**src/rtl/irq_pkg.sv**
```systemverilog
package irq_pkg;
    localparam int NSRC    = 4;
    localparam int CTRL_W  = NSRC + 2;
    localparam int SRC_EXT = 0;
    localparam int SRC_TMR = 1;
    localparam int SRC_PRT = 2;
    localparam int SRC_MEM = 3;
    localparam int BIT_POL = NSRC;
    localparam int BIT_GIE = NSRC + 1;

    typedef struct packed {
        logic            gie;
        logic            pol;
        logic [NSRC-1:0] en;
        logic [NSRC-1:0] flag;
    } irq_state_t;
endpackage

```
**src/rtl/irq_sync2.sv**
```systemverilog
module irq_sync2 #(
    parameter int W = 1
) (
    input  logic         clk,
    input  logic         rst_n,
    input  logic [W-1:0] d,
    output logic [W-1:0] q
);
    typedef struct packed {
        logic [W-1:0] s1;
        logic [W-1:0] s2;
    } sync_t;

    sync_t st_d, st_q;

    always_comb begin
        st_d    = st_q;
        st_d.s1 = d;
        st_d.s2 = st_q.s1;
    end

    always_ff @(posedge clk or negedge rst_n) begin
        if (!rst_n) st_q <= '0;
        else        st_q <= st_d;
    end

    assign q = st_q.s2;
endmodule

```
**src/rtl/irq_edge_det.sv**
```systemverilog
module irq_edge_det (
    input  logic clk,
    input  logic rst_n,
    input  logic lvl,
    input  logic rise_sel,
    output logic hit
);
    logic prev_d, prev_q;

    always_comb begin
        prev_d = lvl;
    end

    always_ff @(posedge clk or negedge rst_n) begin
        if (!rst_n) prev_q <= 1'b0;
        else        prev_q <= prev_d;
    end

    assign hit = rise_sel ? (lvl & ~prev_q) : (~lvl & prev_q);

    // one level change gives one detection; no two in a row
    a_r2_single_hit: assert property (@(posedge clk) disable iff (!rst_n)
        (hit && $stable(rise_sel)) |=> !hit);
endmodule

```
**src/rtl/irq_chg_det.sv**
```systemverilog
module irq_chg_det #(
    parameter int W = 8
) (
    input  logic         clk,
    input  logic         rst_n,
    input  logic [W-1:0] lvl,
    input  logic         capture,
    output logic         diff
);
    logic [W-1:0] snap_d, snap_q;

    always_comb begin
        snap_d = snap_q;
        if (capture) snap_d = lvl;
    end

    always_ff @(posedge clk or negedge rst_n) begin
        if (!rst_n) snap_q <= '0;
        else        snap_q <= snap_d;
    end

    assign diff = (lvl != snap_q);

    // the snapshot moves only on a port read
    a_r5_snap_hold: assert property (@(posedge clk) disable iff (!rst_n)
        !capture |=> $stable(snap_q));
endmodule

```
**src/rtl/irq_flag_ctrl.sv**
```systemverilog
module irq_flag_ctrl
    import irq_pkg::*;
#(
    parameter int PORT_W = 4
) (
    input  logic              clk,
    input  logic              rst_n,
    input  logic              ext_pin,
    input  logic [PORT_W-1:0] port_in,
    input  logic              port_rd,
    input  logic              tmr_ovf,
    input  logic              wr_done,
    input  logic              reg_wr,
    input  logic              reg_addr,
    input  logic [CTRL_W-1:0] reg_wdata,
    output logic [CTRL_W-1:0] rd_ctrl,
    output logic [NSRC-1:0]   rd_flags,
    output logic              irq_req,
    output logic              wake_req
);
    localparam int SYNC_W = PORT_W + 1;

    logic [SYNC_W-1:0] raw_in, sync_out;
    logic              ext_hit, port_diff;
    logic [NSRC-1:0]   set_vec;
    irq_state_t        st_d, st_q;

    assign raw_in = {port_in, ext_pin};

    irq_sync2 #(.W(SYNC_W)) u_sync (
        .clk(clk), .rst_n(rst_n), .d(raw_in), .q(sync_out)
    );

    irq_edge_det u_edge (
        .clk(clk), .rst_n(rst_n), .lvl(sync_out[0]),
        .rise_sel(st_q.pol), .hit(ext_hit)
    );

    irq_chg_det #(.W(PORT_W)) u_chg (
        .clk(clk), .rst_n(rst_n), .lvl(sync_out[SYNC_W-1:1]),
        .capture(port_rd), .diff(port_diff)
    );

    always_comb begin
        set_vec          = '0;
        set_vec[SRC_EXT] = ext_hit;
        set_vec[SRC_TMR] = tmr_ovf;
        set_vec[SRC_PRT] = port_diff;
        set_vec[SRC_MEM] = wr_done;
    end

    always_comb begin
        st_d = st_q;
        if (reg_wr && !reg_addr) begin
            st_d.gie = reg_wdata[BIT_GIE];
            st_d.pol = reg_wdata[BIT_POL];
            st_d.en  = reg_wdata[NSRC-1:0];
        end
        if (reg_wr && reg_addr) st_d.flag = reg_wdata[NSRC-1:0];
        st_d.flag = st_d.flag | set_vec;  // hardware set wins
    end

    always_ff @(posedge clk or negedge rst_n) begin
        if (!rst_n) st_q <= '0;
        else        st_q <= st_d;
    end

    assign rd_ctrl  = {st_q.gie, st_q.pol, st_q.en};
    assign rd_flags = st_q.flag;
    assign wake_req = |(st_q.flag & st_q.en);
    assign irq_req  = st_q.gie & wake_req;

    // without a write, no flag bit drops
    a_r7_sticky: assert property (@(posedge clk) disable iff (!rst_n)
        !reg_wr |=> ((rd_flags & $past(rd_flags)) == $past(rd_flags)));
    // timer event sets its flag even against a clearing write
    a_r8_set_wins: assert property (@(posedge clk) disable iff (!rst_n)
        tmr_ovf |=> rd_flags[SRC_TMR]);
    // write-complete pulse lands in its flag
    a_r6_mem_flag: assert property (@(posedge clk) disable iff (!rst_n)
        wr_done |=> rd_flags[SRC_MEM]);
    // a request implies a wake condition
    a_r10_irq_implies_wake: assert property (@(posedge clk) disable iff (!rst_n)
        irq_req |-> wake_req);
    // with all enables low there is no wake
    a_r9_wake_needs_en: assert property (@(posedge clk) disable iff (!rst_n)
        (rd_ctrl[NSRC-1:0] == '0) |-> !wake_req);
endmodule

```
**config.mk**
```make
export PLATFORM = sky130hd
export DESIGN_NAME = irq_flag_ctrl
export DESIGN_NICKNAME = d
export VERILOG_FILES = /design/src/rtl/irq_pkg.sv /design/src/rtl/irq_sync2.sv /design/src/rtl/irq_edge_det.sv /design/src/rtl/irq_chg_det.sv /design/src/rtl/irq_flag_ctrl.sv
export SDC_FILE = /design/constraint.sdc
export NUM_CORES = 1
export LEC_CHECK = 0
export BUFFER_PORTS_ARGS = -buffer_cell sky130_fd_sc_hd__buf_2
export CORE_MARGIN = 8
export CORE_UTILIZATION = 30
export CTS_BUF_LIST = sky130_fd_sc_hd__clkbuf_8
export CTS_CLUSTER_SIZE = 16
export DETAILED_ROUTE_END_ITERATION = 6
export GPL_TIMING_DRIVEN = 0
export PLACE_DENSITY = 0.52
export SLEW_MARGIN = 20
export SYNTH_ARGS = -nofsm -noshare
export SYNTH_HDL_FRONTEND = slang
export SYNTH_SLANG_ARGS = --single-unit
```
**constraint.sdc**
```tcl
create_clock -name clk -period 2.1 [get_ports clk]
set_clock_uncertainty 0.2 [all_clocks]
set_input_delay 0.21 -clock clk [delete_from_list [all_inputs] [get_ports clk]]
set_output_delay 0.21 -clock clk [all_outputs]
set_load 0.1 [all_outputs]
```
# After elaboration in Yosys (flattened, before gate mapping)
# Cells that the tools add are included.
# word_totals
regBits	25
latch_bits	0
mem_bits_rw	0
mem_bits_ro	0
input_bits	18
out_inout_bits	12
wordCells	22
mem_count	0
# op_classes
add_sub_neg	0
n_mul	0
div_mod_pow	0
magnitude_cmp	0
n_eq_ne	1
shifts	0
n_mux	2
n_bitwise	7
reduce_logical	4
# ops
operator	n
$and A4 B4 Y4	1
$mux W4	1
$ne A4 B4 Y1	1
$or A4 B4 Y4	1
$reduce_or A4 Y1	1
$and A1 B1 Y1	3
$logic_and A1 B1 Y1	2
$not A1 Y1	2
$logic_not A1 Y1	1
$mux W1	1

# Depth between registers and ports, before layout
# Gate-level depths: netlist of run 1.
# depth
word_depth	4
depth_mapped	3
depth_no_buf	3

# Cells and area by module
# A second synthesis of run 1 with hierarchy kept.
# unflattened
hier_cells	58
hier_area_um2	939.7
# by_module_without_submodules
mod	instances	cells_each	area_each_um2	seq_area_each_um2
irq_flag_ctrl	1	31	455.4	250.2
irq_sync2	1	10	250.2	250.2
irq_chg_det	1	13	186.4	100.1
irq_edge_det	1	4	47.5	25.0

# Least setup slack after synthesis of run 1
# No wires, ideal clock.
# synth_timing
path_kind	reg2out
startpoint	reg st_q, in the netlist rd_ctrl[0]
endpoint	out irq_req
t_arrival_ns	2.700
required_ns	1.690
setup_slack_ns	-1.010
path_stages_with_launch	4
path_buffers	0
path_cell_list	dfrtp_1 a22oi_1 nand2_1 and2_1
# synth_between
elab_chain_cells	3
# synth_rtl
item	line	source
from (decl)	irq_flag_ctrl.sv:26	irq_state_t st_d, st_q;
from (signal assigned)	irq_flag_ctrl.sv:65	else st_q <= st_d;
$and A4 B4 Y4	irq_flag_ctrl.sv:70	assign wake_req = |(st_q.flag & st_q.en);
$reduce_or A4 Y1	irq_flag_ctrl.sv:70	
named net wake_req	irq_flag_ctrl.sv:19	output logic wake_req
$and A1 B1 Y1	irq_flag_ctrl.sv:71	assign irq_req = st_q.gie & wake_req;
to (decl)	irq_flag_ctrl.sv:18	output logic irq_req,
# The timed path passes the listed nets, and every way through them passes these cells.

# Worst setup path in the final report of run 1
# layout_timing
startpoint	reg st_q, in the netlist rd_ctrl[0]
endpoint	out irq_req
# layout_between
elab_chain_cells	3
# layout_rtl
item	line
$and A4 B4 Y4	irq_flag_ctrl.sv:70
$reduce_or A4 Y1	irq_flag_ctrl.sv:70
$and A1 B1 Y1	irq_flag_ctrl.sv:71
# Every way passes these cells.

==> tab_implementation.tex, run 1 <==
\begin{tabular}{lr}
\hline
Metric & Value \\
\hline
\multicolumn{2}{l}{\textbf{Yosys}} \\
\quad Largest area contributor in the synthesized netlist & sky130\_fd\_sc\_hd\_\_dfrtp\_1 \\
\quad Synth Warn \# & 0 \\
\quad Number of different library cells in the post-synthesis netlist & 17 \\
\quad Synth top area cells & sky130\_fd\_sc\_hd\_\_dfrtp\_1 (67\%), sky130\_fd\_sc\_hd\_\_mux2\_4 (9.7\%), sky130\_fd\_sc\_hd\_\_mux2\_2 (4.9\%) \\
\quad Average size of a mapped cell & roughly 15 um2 \\
\quad Synthesized flop and latch total & 25 \\
\quad Count of mapped cells out of synthesis & 60 \\
\quad Yosys top cell area share & 67.4\% \\
\quad Number of nets produced by synthesis & 78 \\
\quad Combined area of all synthesized cells & 928 um2 \\
\quad Sequential fraction of the synthesis area & 67.4\% \\
\multicolumn{2}{l}{\textbf{STA}} \\
\quad Tcrit/Tclk final & $\sim$91\% \\
\quad Worst Max-Slew Pin Slew & 0.534 ns \\
\quad Unrepaired setup endpoints after global routing & no \\
\quad Shortest period the worst path allows & 1.91 ns \\
\quad Final setup violation count & 0 \\
\quad Final sum of negative setup slack & 0 ns \\
\quad Fin. max-slew vios & 0 \\
\quad Rel. slew slack & 64.4\% \\
\quad Max Fclk & 525 MHz \\
\quad Final Hold Vio Count & 0 \\
\quad Crit path setup slack, layout & 0.194 ns \\
\multicolumn{2}{l}{\textbf{Drt}} \\
\quad Number of remaining DRC errors & 0 \\
\quad Ratio of routed vias to standard cells & 4.43 \\
\quad Iter 0 DRT Violations & 27 \\
\quad Vias after detailed routing & 620 \\
\quad Per-cell routed wire length & 12.5 um \\
\quad Final Routed Wirelength & 1760 um \\
\quad Detail Route Antenna Nets & 0 \\
\quad Drt first pass iters & 2 \\
\multicolumn{2}{l}{\textbf{Critical path}} \\
\quad Critical Path End & irq\_req \\
\quad Worst Reg-to-Reg Cells & 3 \\
\quad Highest fanout seen on the critical path & 3 \\
\quad Classification of the worst setup path & flop to output pin \\
\quad Worst reg2reg path endpoint & rd\_flags[2] \\
\quad Critical path startpoint category & flop \\
\quad CP Data Required Time & 1.69 ns \\
\quad Origin of the critical flop-to-flop path & u\_chg.snap\_q[2] \\
\quad Crit path launch & rd\_ctrl[0] \\
\quad Setup slack, reg-to-reg & about 0.84 ns \\
\quad Data arrival at the endpoint of the critical path & approximately 1.5 ns \\
\quad Crit. End Element & output pin \\
\multicolumn{2}{l}{\textbf{Cells and area}} \\
\quad Number of diodes added for antenna fixing & 0 \\
\quad Signed area change from the synthesized netlist to the final layout & 42.2\% \\
\quad Proportion of layout cells with a drive suffix above 1 & slightly above 50\% \\
\quad Most frequent standard cell in the layout excluding fill and tap cells & sky130\_fd\_sc\_hd\_\_buf\_2 \\
\quad Most frequent cells in the layout & sky130\_fd\_sc\_hd\_\_buf\_2 (29), sky130\_fd\_sc\_hd\_\_dfrtp\_1 (17), sky130\_fd\_sc\_hd\_\_dlygate4sd3\_1 (14), sky130\_fd\_sc\_hd\_\_dfrtp\_2 (8), sky130\_fd\_sc\_hd\_\_mux2\_4 (6) \\
\quad FILL cells & around 270 \\
\quad Multi-input gate area in the final layout & 294 um2 \\
\quad Non-filler cells, final & between 100 and 150 \\
\quad Post-route core utilization & 44.0\% \\
\quad Final net count & 126 \\
\quad Sequential cell area & 636 um2 \\
\multicolumn{2}{l}{\textbf{Clock tree}} \\
\quad \# H-tree levels & 1 \\
\quad Number of buffers inserted to repair setup after CTS & 0 \\
\quad CTS tree & done \\
\quad Count of cells resized by post-cts repair & 0 \\
\quad Clock latency of the later-clocked register in the worst-skew pair & 0.26 ns \\
\quad Num CTS Buffers & 3 \\
\quad Sinks on the clock net & 25 \\
\quad Worst-case clock buffer depth & 2 \\
\quad Number of hold buffers added after cts & 14 \\
\quad Root buffer selected by CTS & sky130\_fd\_sc\_hd\_\_clkbuf\_8 \\
\quad Clock-pin slew reported for the worst setup and hold paths after clock tree synthesis & 0.08 ns \\
\multicolumn{2}{l}{\textbf{Global route}} \\
\quad GRT Total Usage & under 10\% \\
\quad Initial antenna violation count & 0 \\
\quad GRT overflow & 0 \\
\quad First-pass GRT wire length & 3060 um \\
\quad Number of global-route vias before repair & 691 \\
\quad Maximum number of pins on one net before global-route repair & 26 \\
\multicolumn{2}{l}{\textbf{Die}} \\
\quad I/O pin count & 30 \\
\quad Core box area & 3000 um2 \\
\quad Die Wd & 71.6 um \\
\quad Row count & 20 \\
\quad Floorplan die height & 71.6 um \\
\quad Die Footprint & roughly 5100 um2 \\
\quad Initial core utilization & 30.9\% \\
\multicolumn{2}{l}{\textbf{Hold path}} \\
\quad Tightest Hold Check Type & input port to flop \\
\multicolumn{2}{l}{\textbf{Place}} \\
\quad Pre-CTS WS & 0.489 ns \\
\quad Detailed placement HPWL & around 1300 um \\
\quad Number of instances in the placed design & between 100 and 150 \\
\quad Routability congestion estimate from global placement & 0.766 \\
\quad Number of port buffers & 29 \\
\multicolumn{2}{l}{\textbf{Pwr}} \\
\quad Total leakage power & between 0.6 and 0.7 nW \\
\quad Power density cells & just over 900 nW/um2 \\
\quad Largest vdd supply drop & 0.000369 V \\
\multicolumn{2}{l}{\textbf{Flow run}} \\
\quad Count of maximum capacitance violations & 0 \\
\multicolumn{2}{l}{\textbf{Status}} \\
\quad Outcome & finished, final reports clean \\
\hline
\end{tabular}
-- per-layer routing --
metal  global-route usage [%]  up-vias  part of all wire, %
met3                     2.93        6                  4.7
li1                         -      300                    -
met1                     8.74      299                   44
met5                        0        -                    0
met2                     11.3       15                   49
met4                     5.22        0                  2.7
-- worst min-delay path by stage --
stage                start        endpoint  slack (ns)  cells past startpoint
floorplan            rst_n      rd_ctrl[0]       -0.29                      0
global placement     rst_n  u_sync.st_d[0]        0.03                      1
detailed placement   rst_n  u_sync.st_d[0]        0.03                      1
CTS                 reg_wr     rd_flags[2]        0.04                      3
global route        reg_wr     rd_flags[2]        0.06                      3
finish              reg_wr     rd_flags[2]        0.04                      3
-- critical path, cell delays in order (launching register included) --
cell and delay, ns:
sky130_fd_sc_hd__dfrtp_2 0.42, sky130_fd_sc_hd__a22oi_1 0.31, sky130_fd_sc_hd__nand2_4 0.07, sky130_fd_sc_hd__and2_4 0.15, sky130_fd_sc_hd__buf_2 0.28
-- layout make-up --
| class | count | area share [%] |
|---|---|---|
| flip-flops and latches | 25 | 48.2 |
| multi-input cells | 33 | 22.3 |
| repair buffers | 43 | 21.6 |
| clock buffers | 3 | 3.13 |
| well taps | 33 | 3.13 |
| plain buffers | 2 | 1.42 |
| clock inverters | 1 | 0.284 |
-- logic make-up (layout without fill, tap and decap cells) --
family | after synthesis | in the layout | share of synthesized area (%)
AOI/OAI and AO/OA | 5 | 5 | 4.31
xor gates and xnor gates | 4 | 4 | 3.77
buffers and inverters | 2 | 49 | 2.02
DFF | 25 | 25 | 67.4
muxes | 11 | 11 | 15.6
and+or+nand+nor | 13 | 13 | 6.87
-- power by group --
part           internal [mW]  switching (mW)
combinational          0.105           0.277
sequential             0.525          0.0279
clock                  0.130           0.137
total                  0.760           0.442
-- cells in the mapped netlist --
cell and n:
sky130_fd_sc_hd__dfrtp_1 25, sky130_fd_sc_hd__mux2_4 6, sky130_fd_sc_hd__nand2_1 5, sky130_fd_sc_hd__mux2_2 4, sky130_fd_sc_hd__xor2_1 4, sky130_fd_sc_hd__a211o_1 2
sky130_fd_sc_hd__a22oi_1 2, sky130_fd_sc_hd__and3_1 2, sky130_fd_sc_hd__nand3_1 2, sky130_fd_sc_hd__and2_1 1, sky130_fd_sc_hd__buf_4 1, sky130_fd_sc_hd__buf_6 1
sky130_fd_sc_hd__mux2i_1 1, sky130_fd_sc_hd__nor2_1 1, sky130_fd_sc_hd__nor2b_1 1, sky130_fd_sc_hd__nor4_1 1, sky130_fd_sc_hd__o211ai_1 1
-- sequential cells by signal, indices dropped and copies added (netlist names) --
register	flops
u_sync.q	5
u_sync.st_d	5
rd_flags	4
u_chg.snap_q	4
rd_ctrl	6
u_edge.prev_q	1
-- metrics by stage --
stage	hold WS (ns)	total power, mW	area (um2)
after floorplan	-0.286	0.854	948
after global placement	0.0305	0.924	1130
after detailed placement	0.0316	0.928	1130
after CTS	0.0354	1.22	1320
after global routing	0.0582	1.26	1320
final	0.0355	1.20	1320
Note: power is estimated with default switching activity, not from simulation.
==> run 2: changes to the inputs <==
- REMOVE_ABC_BUFFERS: not set -> 1
==> run 2 against run 1 <==
- sequential power is essentially flat
- worst setup slack gained 0.10 ns
- design area shrank 2.9%
- die area is the same
- total power shrank 1.3%
- largest cell class unchanged
- count of clock-buffer cells in the layout is the same
- register-to-register slack lost 0.04 ns
- routed wire length grew 4.1%
- clock power is essentially flat
- global-route usage grew 0.15 points
- cell count shrank 1.4%
==> tab_implementation.tex, run 2 (same netlist as run 1, synthesis figures left out) <==
\begin{tabular}{lr}
\hline
Metric & Value \\
\hline
\multicolumn{2}{l}{\textbf{Status}} \\
\quad Outcome & finished, final reports clean \\
\multicolumn{2}{l}{\textbf{Critical path}} \\
\quad Critical path startpoint category & flop \\
\quad Gate family responsible for the most delay along the worst path & flip-flops \\
\quad Crit. End Element & output pin \\
\quad Classification of the worst setup path & flop to output pin \\
\quad CP Data Required Time & 1.69 ns (about the same) \\
\quad Count of buffering cells on the critical path with inverters included & 1 (unchanged) \\
\quad Highest fanout seen on the critical path & 3 (unchanged) \\
\quad Series of cell instances along the critical path & a22oi\_1 -> nand2\_1 -> and2\_1 -> buf\_2 \\
\quad Data arrival at the endpoint of the critical path & 1.39 ns (-0.11 ns) \\
\quad Largest incremental delay on the critical path & 0.41 ns (about the same) \\
\quad Critical Path Slowest Stage Cell & sky130\_fd\_sc\_hd\_\_dfrtp\_1 \\
\multicolumn{2}{l}{\textbf{Die}} \\
\quad I/O pin count & 30 (unchanged) \\
\quad Initial core utilization & 30.9\% (unchanged) \\
\quad Row count & 20 (unchanged) \\
\quad Floorplan die height & 71.6 um (unchanged) \\
\quad Die Footprint & 5130 um2 (unchanged) \\
\quad Die Wd & 71.6 um (unchanged) \\
\quad Core box area & 3000 um2 (unchanged) \\
\multicolumn{2}{l}{\textbf{STA}} \\
\quad Max Fclk & 554 MHz (+5.6\%) \\
\quad Final Hold Vio Count & 0 (unchanged) \\
\quad Unrepaired setup endpoints after global routing & no \\
\quad Fin. max-slew vios & 0 (unchanged) \\
\quad Worst Max-Slew Pin Slew & 0.756 ns (+0.222 ns) \\
\quad Rel. slew slack & 49.5\% (-15 points) \\
\quad Final-layout worst hold slack & 0.0341 ns (-0.00142 ns) \\
\quad Final setup violation count & 0 (unchanged) \\
\quad Tcrit/Tclk final & 85.9\% (-4.8 points) \\
\quad Shortest period the worst path allows & 1.80 ns (-0.102 ns) \\
\multicolumn{2}{l}{\textbf{Drt}} \\
\quad Iter 0 DRT Violations & 9 (-67\%) \\
\quad Per-cell routed wire length & 13.2 um (+5.6\%) \\
\quad Number of remaining DRC errors & 0 (unchanged) \\
\quad Detail Route Antenna Nets & 0 (unchanged) \\
\quad Drt first pass iters & 2 (unchanged) \\
\quad Final Routed Wirelength & 1830 um (+4.1\%) \\
\quad Ratio of routed vias to standard cells & 4.45 (+0.47\%) \\
\quad Vias after detailed routing & 614 (-0.97\%) \\
\multicolumn{2}{l}{\textbf{Pwr}} \\
\quad Largest vdd supply drop & 0.000431 V (+17\%) \\
\quad Power density cells & 926 nW/um2 (+1.7\%) \\
\quad Total leakage power & 0.609 nW (-2.4\%) \\
\quad Total power & 1.19 mW (-1.3\%) \\
\multicolumn{2}{l}{\textbf{Clock tree}} \\
\quad Num CTS Buffers & 3 (unchanged) \\
\quad Clock-pin slew reported for the worst setup and hold paths after clock tree synthesis & 0.08 ns (about the same) \\
\quad CTS tree & done \\
\quad \# H-tree levels & 1 (unchanged) \\
\quad Clock latency of the later-clocked register in the worst-skew pair & 0.26 ns (about the same) \\
\quad Root buffer selected by CTS & sky130\_fd\_sc\_hd\_\_clkbuf\_8 \\
\quad Worst-case clock buffer depth & 2 (unchanged) \\
\quad Sinks on the clock net & 25 (unchanged) \\
\quad Count of cells resized by post-cts repair & 0 (unchanged) \\
\multicolumn{2}{l}{\textbf{Global route}} \\
\quad Number of global-route vias before repair & 659 (-4.6\%) \\
\quad Initial antenna violation count & 0 (unchanged) \\
\quad First-pass GRT wire length & 3070 um (+0.46\%) \\
\quad Maximum number of pins on one net before global-route repair & 26 (unchanged) \\
\quad GRT overflow & 0 (unchanged) \\
\quad GRT Total Usage & 7.74\% (+0.15 points) \\
\multicolumn{2}{l}{\textbf{Cells and area}} \\
\quad Max FFs per register & 6 (unchanged) \\
\quad Signed area change from the synthesized netlist to the final layout & 38.0\% \\
\quad Most frequent standard cell in the layout excluding fill and tap cells & sky130\_fd\_sc\_hd\_\_buf\_2 \\
\quad Number of diodes added for antenna fixing & 0 (unchanged) \\
\quad FILL cells & 293 (+10\%) \\
\quad Proportion of layout cells with a drive suffix above 1 & 40.0\% (-10 points) \\
\quad Final net count & 124 (-1.6\%) \\
\quad Most frequent cells in the layout & sky130\_fd\_sc\_hd\_\_buf\_2 (29), sky130\_fd\_sc\_hd\_\_dfrtp\_1 (25), sky130\_fd\_sc\_hd\_\_dlygate4sd3\_1 (14), sky130\_fd\_sc\_hd\_\_mux2\_4 (6), sky130\_fd\_sc\_hd\_\_nand2\_1 (5) \\
\multicolumn{2}{l}{\textbf{Place}} \\
\quad Number of port buffers & 29 (unchanged) \\
\quad Routability congestion estimate from global placement & 0.765 (-0.16\%) \\
\multicolumn{2}{l}{\textbf{Flow run}} \\
\quad Count of maximum capacitance violations & 0 (unchanged) \\
\multicolumn{2}{l}{\textbf{Hold path}} \\
\quad Tightest Hold Check Type & input port to flop \\
\hline
\end{tabular}
[run 2: cell count changes in the layout (fill, tap and decap cells not counted)]
cell,before,now
sky130_fd_sc_hd__buf_4,1,0
sky130_fd_sc_hd__dfrtp_2,8,0
sky130_fd_sc_hd__dfrtp_1,17,25
sky130_fd_sc_hd__and2_4,1,0
sky130_fd_sc_hd__nand2_1,4,5
sky130_fd_sc_hd__and2_1,0,1
sky130_fd_sc_hd__buf_6,1,0
sky130_fd_sc_hd__nand2_4,1,0
[run 2: tightest hold or removal path, cell delays in order]
cell                      delay [ns]
sky130_fd_sc_hd__buf_2          0.11
sky130_fd_sc_hd__nand3_1        0.07
sky130_fd_sc_hd__nand3_1        0.07
[run 2: path summary, 6_finish.rpt]
path                       slack, ns            start  cells after the start     endpoint
setup / recovery                0.30      rd_flags[2]                      4      irq_req
hold / removal                  0.03           reg_wr                      3  rd_flags[2]
setup reg to reg                0.80  u_chg.snap_q[2]                      3  rd_flags[2]
hold reg to reg                 0.15   u_sync.st_d[4]                      0  u_sync.q[4]
max in group asynchronous       1.09            rst_n                      2  u_sync.q[1]
min in group asynchronous       0.25            rst_n                      2   rd_ctrl[0]
[run 2: layer usage]
layer  GRT usage, %  up-vias  part of all wire [%]
met5              0        -                     0
met2           12.7       14                    51
met1           8.34      298                    41
met3           2.65        6                   4.4
met4           4.99        0                   3.9
li1               -      296                     -
[run 2: where the power goes]
| group | leakage, nW | internal, mW | switching [mW] |
|---|---|---|---|
| clock network | 0.0269 | 0.130 | 0.139 |
| registers | 0.284 | 0.522 | 0.0281 |
| logic | 0.299 | 0.0956 | 0.271 |
| total | 0.609 | 0.748 | 0.438 |
[run 2: layout make-up]
cell class                      instances  area (um2)  share of cell area, %
Sequential cell                        25         626                   48.8
Timing Repair Buffer                   43         285                   22.3
Multi-Input combinational cell         33         284                   22.2
Clock buffer                            3        41.3                   3.22
Tap cell                               33        41.3                   3.22
Clock inverter                          1        3.75                  0.293
[run 2: what timing repair did]
action	CTS	global route
hold buffers	14	0
hold endpoints to repair	38	0
buffers inserted	0	0
setup endpoints to repair	0	0
[run 2: metrics by stage]
| stage | util (%) | setup WS (ns) | instances | instance area (um2) | TNS, ns |
|---|---|---|---|---|---|
| final | 42.7 | 0.295 | 138 | 1280 | 0 |
| after global routing | 42.7 | 0.235 | 138 | 1280 | 0 |
| after CTS | 42.7 | 0.279 | 138 | 1280 | 0 |
| after detailed placement | 36.5 | 0.454 | 120 | 1100 | 0 |
| after global placement | 36.5 | 0.463 | 120 | 1100 | 0 |
| after floorplan | - | -1.01 | 58 | 910 | -1.15 |
